==> config.mk <==
export PLATFORM = sky130hd
export DESIGN_NAME = czu_top
export DESIGN_NICKNAME = d
export VERILOG_FILES = /design/src/rtl/czu_pkg.sv /design/src/rtl/czu_condzero.sv /design/src/rtl/czu_extend.sv /design/src/rtl/czu_regmap.sv /design/src/rtl/czu_mul_lo.sv /design/src/rtl/czu_top.sv
export SDC_FILE = /design/constraint.sdc
export NUM_CORES = 1
export LEC_CHECK = 0
export BUFFER_PORTS_ARGS = -buffer_cell sky130_fd_sc_hd__buf_2
export CAP_MARGIN = 20
export CORE_MARGIN = 2
export CORE_UTILIZATION = 50
export CTS_CLUSTER_SIZE = 30
export DETAILED_ROUTE_END_ITERATION = 7
export PLACE_DENSITY = 0.68
export SLEW_MARGIN = 0
export SYNTH_ARGS = -nofsm -noshare
export SYNTH_HDL_FRONTEND = slang
export SYNTH_SLANG_ARGS = --single-unit
==> constraint.sdc <==
create_clock -name clk -period 11.1 [get_ports clk]
set_input_delay 0.555 -clock clk [delete_from_list [all_inputs] [get_ports clk]]
set_output_delay 0.555 -clock clk [all_outputs]
set_load 0.02 [all_outputs]
==> src/rtl/czu_pkg.sv <==
package czu_pkg;

  localparam int OPC_W = 4;

  typedef enum logic [OPC_W-1:0] {
    OP_CZ_ZERO_IF_Z  = 4'd0,
    OP_CZ_ZERO_IF_NZ = 4'd1,
    OP_BYTE_ZX       = 4'd2,
    OP_BYTE_SX       = 4'd3,
    OP_HALF_ZX       = 4'd4,
    OP_HALF_SX       = 4'd5,
    OP_INVERT        = 4'd6,
    OP_MUL_LO        = 4'd7
  } czu_op_e;

  // Number of extension widths generated (byte, halfword)
  localparam int EXT_VARIANTS = 2;
  localparam int EXT_BASE_W   = 8;

endpackage

==> src/rtl/czu_condzero.sv <==
// Branchless select: passes the value through or forces zero depending on
// whether the condition operand is zero.
module czu_condzero #(
  parameter int XLEN            = 32,
  parameter bit ZERO_ON_NONZERO = 1'b0
) (
  input  logic [XLEN-1:0] value_i,
  input  logic [XLEN-1:0] cond_i,
  output logic [XLEN-1:0] result_o
);

  logic cond_is_zero;
  logic kill;

  assign cond_is_zero = (cond_i == '0);

  generate
    if (ZERO_ON_NONZERO) begin : g_nz
      assign kill = !cond_is_zero;
    end else begin : g_z
      assign kill = cond_is_zero;
    end
  endgenerate

  assign result_o = kill ? '0 : value_i;

endmodule

==> src/rtl/czu_extend.sv <==
// Widens a narrow field to XLEN bits, both with zero fill and sign fill.
module czu_extend #(
  parameter int XLEN   = 32,
  parameter int FROM_W = 8
) (
  input  logic [FROM_W-1:0] src_i,
  output logic [XLEN-1:0]   zext_o,
  output logic [XLEN-1:0]   sext_o
);

  localparam int FILL_W = XLEN - FROM_W;

  assign zext_o = {{FILL_W{1'b0}}, src_i};
  assign sext_o = {{FILL_W{src_i[FROM_W-1]}}, src_i};

endmodule

==> src/rtl/czu_regmap.sv <==
// Maps a compressed register field onto the architectural register window.
module czu_regmap #(
  parameter int CREG_W = 3,
  parameter int REG_W  = 5,
  parameter int BASE   = 8
) (
  input  logic [CREG_W-1:0] cidx_i,
  output logic [REG_W-1:0]  ridx_o
);

  assign ridx_o = REG_W'(BASE) + REG_W'(cidx_i);

endmodule

==> src/rtl/czu_mul_lo.sv <==
// Multiplier that returns only the low XLEN bits of the product.
module czu_mul_lo #(
  parameter int XLEN = 32
) (
  input  logic [XLEN-1:0] a_i,
  input  logic [XLEN-1:0] b_i,
  output logic [XLEN-1:0] prod_o
);

  assign prod_o = a_i * b_i;

endmodule

==> src/rtl/czu_top.sv <==
module czu_top
  import czu_pkg::*;
#(
  parameter int XLEN      = 32,
  parameter int REG_W     = 5,
  parameter int CREG_W    = 3,
  parameter int CREG_BASE = 8
) (
  input  logic              clk,
  input  logic              rst,
  input  logic              in_valid,
  input  logic [OPC_W-1:0]  op_sel,
  input  logic [XLEN-1:0]   opnd_a,
  input  logic [XLEN-1:0]   opnd_b,
  input  logic [REG_W-1:0]  full_rd,
  input  logic [CREG_W-1:0] cmp_rd,
  output logic              out_valid,
  output logic [XLEN-1:0]   out_result,
  output logic [REG_W-1:0]  out_rd,
  output logic              out_illegal
);

  // ---------------- datapath units ----------------
  logic [XLEN-1:0] cz_res [2];
  logic [XLEN-1:0] ext_z  [EXT_VARIANTS];
  logic [XLEN-1:0] ext_s  [EXT_VARIANTS];
  logic [XLEN-1:0] mul_res;
  logic [REG_W-1:0] window_rd;

  generate
    for (genvar g = 0; g < 2; g++) begin : g_cz
      czu_condzero #(
        .XLEN           (XLEN),
        .ZERO_ON_NONZERO(g[0])
      ) u_cz (
        .value_i (opnd_a),
        .cond_i  (opnd_b),
        .result_o(cz_res[g])
      );
    end

    for (genvar g = 0; g < EXT_VARIANTS; g++) begin : g_ext
      localparam int W = EXT_BASE_W << g;
      czu_extend #(
        .XLEN  (XLEN),
        .FROM_W(W)
      ) u_ext (
        .src_i (opnd_a[W-1:0]),
        .zext_o(ext_z[g]),
        .sext_o(ext_s[g])
      );
    end
  endgenerate

  czu_mul_lo #(
    .XLEN(XLEN)
  ) u_mul (
    .a_i   (opnd_a),
    .b_i   (opnd_b),
    .prod_o(mul_res)
  );

  czu_regmap #(
    .CREG_W(CREG_W),
    .REG_W (REG_W),
    .BASE  (CREG_BASE)
  ) u_map (
    .cidx_i(cmp_rd),
    .ridx_o(window_rd)
  );

  // ---------------- operation select ----------------
  logic [XLEN-1:0]  nxt_result;
  logic [REG_W-1:0] nxt_rd;
  logic             nxt_illegal;

  always_comb begin
    nxt_result  = '0;
    nxt_rd      = window_rd;
    nxt_illegal = 1'b0;
    case (op_sel)
      OP_CZ_ZERO_IF_Z: begin
        nxt_result = cz_res[0];
        nxt_rd     = full_rd;
      end
      OP_CZ_ZERO_IF_NZ: begin
        nxt_result = cz_res[1];
        nxt_rd     = full_rd;
      end
      OP_BYTE_ZX: nxt_result = ext_z[0];
      OP_BYTE_SX: nxt_result = ext_s[0];
      OP_HALF_ZX: nxt_result = ext_z[1];
      OP_HALF_SX: nxt_result = ext_s[1];
      OP_INVERT:  nxt_result = opnd_a ^ {XLEN{1'b1}};
      OP_MUL_LO:  nxt_result = mul_res;
      default: begin
        nxt_result  = '0;
        nxt_rd      = '0;
        nxt_illegal = 1'b1;
      end
    endcase
  end

  // ---------------- output register ----------------
  always_ff @(posedge clk) begin
    if (rst) begin
      out_valid   <= 1'b0;
      out_result  <= '0;
      out_rd      <= '0;
      out_illegal <= 1'b0;
    end else if (in_valid) begin
      out_valid   <= 1'b1;
      out_result  <= nxt_result;
      out_rd      <= nxt_rd;
      out_illegal <= nxt_illegal;
    end else begin
      out_valid   <= 1'b0;
      out_result  <= '0;
      out_rd      <= '0;
      out_illegal <= 1'b0;
    end
  end

endmodule

==> flow_metrics.tcl <==
set metrics [dict create \
    status "completed" \
    path_cells "buf_2 -> and2_1 -> fa_1 -> fa_1 -> fa_1 -> inv_1 -> fa_1 -> inv_1 -> fa_1 -> inv_1 -> fa_1 -> inv_1 -> fa_1 -> fa_1 -> ha_1 -> a21o_1 -> a211o_1 -> nor3_1 -> a21oi_2 -> a21boi_2 -> o21bai_1 -> a21oi_1 -> nor3_1 -> or3_1" \
    synth_top_cell_by_area "fa_1" \
    cts_tree "done" \
    grt_max_degree 34 \
    dpl.hpwl_um 36700 \
    numPortBuffers 117 \
    rows 68 \
    synth_fa_ha_area_frac 0.555 \
    dieHeight_um 191 \
    hold_viol_final 0 \
    setup_tns_ps 0 \
    worstPathMaxFanout 24 \
    top_layer_used "met4" \
    vias 13200 \
    startpoint_type "input port" \
    grt_usage 0.279 \
    synth_xor_area_frac 0.0418 \
    synth-compound-area-share 0.0523 \
    critical-path-max-stage-delay_ps 580 \
    h-tree-depth 2 \
    wl_met1_um 20700 \
    clk_path_buf_depth 2 \
    stdcell_count 2438 \
    synth-seq-cells 39 \
    hold_buffers 0 \
    postCtsSetupRepairBufs 0 \
    synth.yosys.seq_area_share 0.0447 \
    endpoint_kind "register" \
    routed_wl_um 47600 \
    drive_above_1_share 0.0706 \
    relSlewSlack 0.311 \
    syn_area_per_cell_um2 8.89 \
    synth_top_family_by_area "adder cells" \
    initial_core_util 0.507 \
    synth-edff-count 0 \
    ys_top_cells_by_area "fa_1 (47%), and2_1 (11%), ha_1 (8.8%), inv_1 (8.2%), nand2_1 (5.5%)" \
    maxCapViolCount 0 \
    synthMuxAreaShare 0 \
    placed_cells 2429 \
    critPathKind "input port to register" \
    worstMarginPinSlew_ps 1030 \
    drc_errors 0 \
    path_delay_family "adder cells" \
    syn_nets 2575 \
    cts.sinks 39 \
    area_growth_pct 5.41 \
    hold_class "input port to register" \
    clk_pin_slew_worst_paths_ps 60 \
    cts_root_buf "clkbuf_16" \
    via_per_inst 5.41 \
    ys_async_sr_fraction 0 \
    fmax_mhz 134 \
    ant_nets 0 \
    first_iter_violations 772 \
    synth_warnings 0 \
    synthCells 1965 \
    dr_wl_met3_um 3280 \
    firstDrtPassIters 5 \
    ys.flop_type "dfxtp_1" \
    ioPinCount 118 \
    syn_area_mm2 0.0175 \
    cp.arrival_ps 7660 \
    synthDistinctLibCells 57 \
    ctsResizeCount 0 \
    numCtsBuffers 5 \
    grt_antenna_before_repair 0 \
    die-area_mm2 0.0365 \
    coreArea_mm2 0.0345 \
    routedWlPerCell_um 19.5 \
    antenna_cells 0 \
    globalRouteOverflowTotal 0 \
    cp_common_cell "fa_1" \
    rsz0062_at_grt "false" \
    final_net_count 2592 \
    layout_setup_ws_ps 3610 \
    cp.required_ps 11270 \
    period_share 0.675 \
    grt_first_pass_wirelength_um 78400 \
    grt_pass1_vias 14200 \
    slowest_stage "fa_1" \
    fin_crit_ps 7490 \
    post-place-ws_ps 3380 \
    worst_hold_slack_ps 448 \
    slew_viol_final 0 \
    finalSetupViolCount 0 \
    synth-simple-area-share 0.198 \
    die_w_um 191 \
    critical_path_buf_inv_count 5 \
    place_congestion 0.941 \
    synth_top_area_frac 0.467 \
    wl_met2_um 22400 \
]
## registers in the layout (all words and copies together) (netlist names)
| name | count |
|---|---|
| out_illegal | 1 |
| out_rd | 5 |
| out_result | 32 |
| out_valid | 1 |
## worst paths after layout
| kind | depth (start not counted) | to | start | slack, ps |
|---|---|---|---|---|
| setup / recovery | 24 | out_result[25] | opnd_a[10] | 3610 |
| hold / removal | 2 | out_valid | rst | 450 |
## layout make-up
class,instances,area (um^2)
fillers,3144,16000
multi-input cells,1430,14800
well taps,455,569
clock inverters,2,60.1
flip-flops and latches,39,781
inverters,382,1430
clock buffers,6,129
repair buffers,124,638
## kinds of logic (layout without fill, tap and decap cells)
| group | count (synthesis) | in the layout |
|---|---|---|
| AO/OA/AOI/OAI | 143 | 143 |
| XOR/XNOR | 81 | 81 |
| adder cells (fa/ha/maj) | 531 | 531 |
| buffers and inverters | 496 | 514 |
| flip-flops | 39 | 39 |
| AND/OR/NAND/NOR | 675 | 675 |
## routing by layer
metal / vias to the layer above / GRT usage
met4: 0 / 0.0704
met1: 6770 / 0.396
met5: - / 0
met2: 523 / 0.453
li1: 5841 / -
met3: 64 / 0.0397
## metrics by stage
stage,cell area (um^2),utilization
detailed placement,18200,0.529
floorplan,17500,-
CTS,18400,0.534
finish,18400,0.535
global placement,18200,0.529
global route,18400,0.535
## cells in the final DEF, fill, tap and decap left out, types with 6 or more instances in the layout
master / instances
or3_1: 6
nand3_1: 9
a31oi_1: 13
nor4_1: 9
nand2b_1: 8
nor3_1: 10
xnor2_1: 61
dfxtp_1: 39
fa_1: 408
inv_1: 382
xor2_1: 18
buf_2: 117
a21o_1: 12
a221oi_1: 10
o21ai_0: 25
a21oi_1: 44
nand2_1: 256
and2_1: 310
nor2_1: 47
buf_4: 7
ha_1: 123
## cells in the mapped netlist, types with 2 or more instances
master    number
a211o_1        5
a21o_1        12
a21oi_1       44
a221oi_1      10
a31oi_1       13
and2_1       310
and3_1         2
buf_1          4
buf_2          8
buf_4          3
clkbuf_1      98
dfxtp_1       39
fa_1         408
ha_1         123
inv_1        382
nand2_1      256
nand2b_1       8
nand3_1        9
nand4_1        3
nor2_1        47
nor2b_1        4
nor3_1        10
nor4_1         9
o211ai_1       5
o21a_1         4
o21ai_0       25
o21ai_1        3
o21bai_1       5
o22ai_1        4
o31ai_1        2
or2_2          2
or3_1          6
xnor2_1       61
xor2_1        18
Power is not shown: default switching activity piles up to over one toggle a cycle in this logic, so the estimate is an artifact.
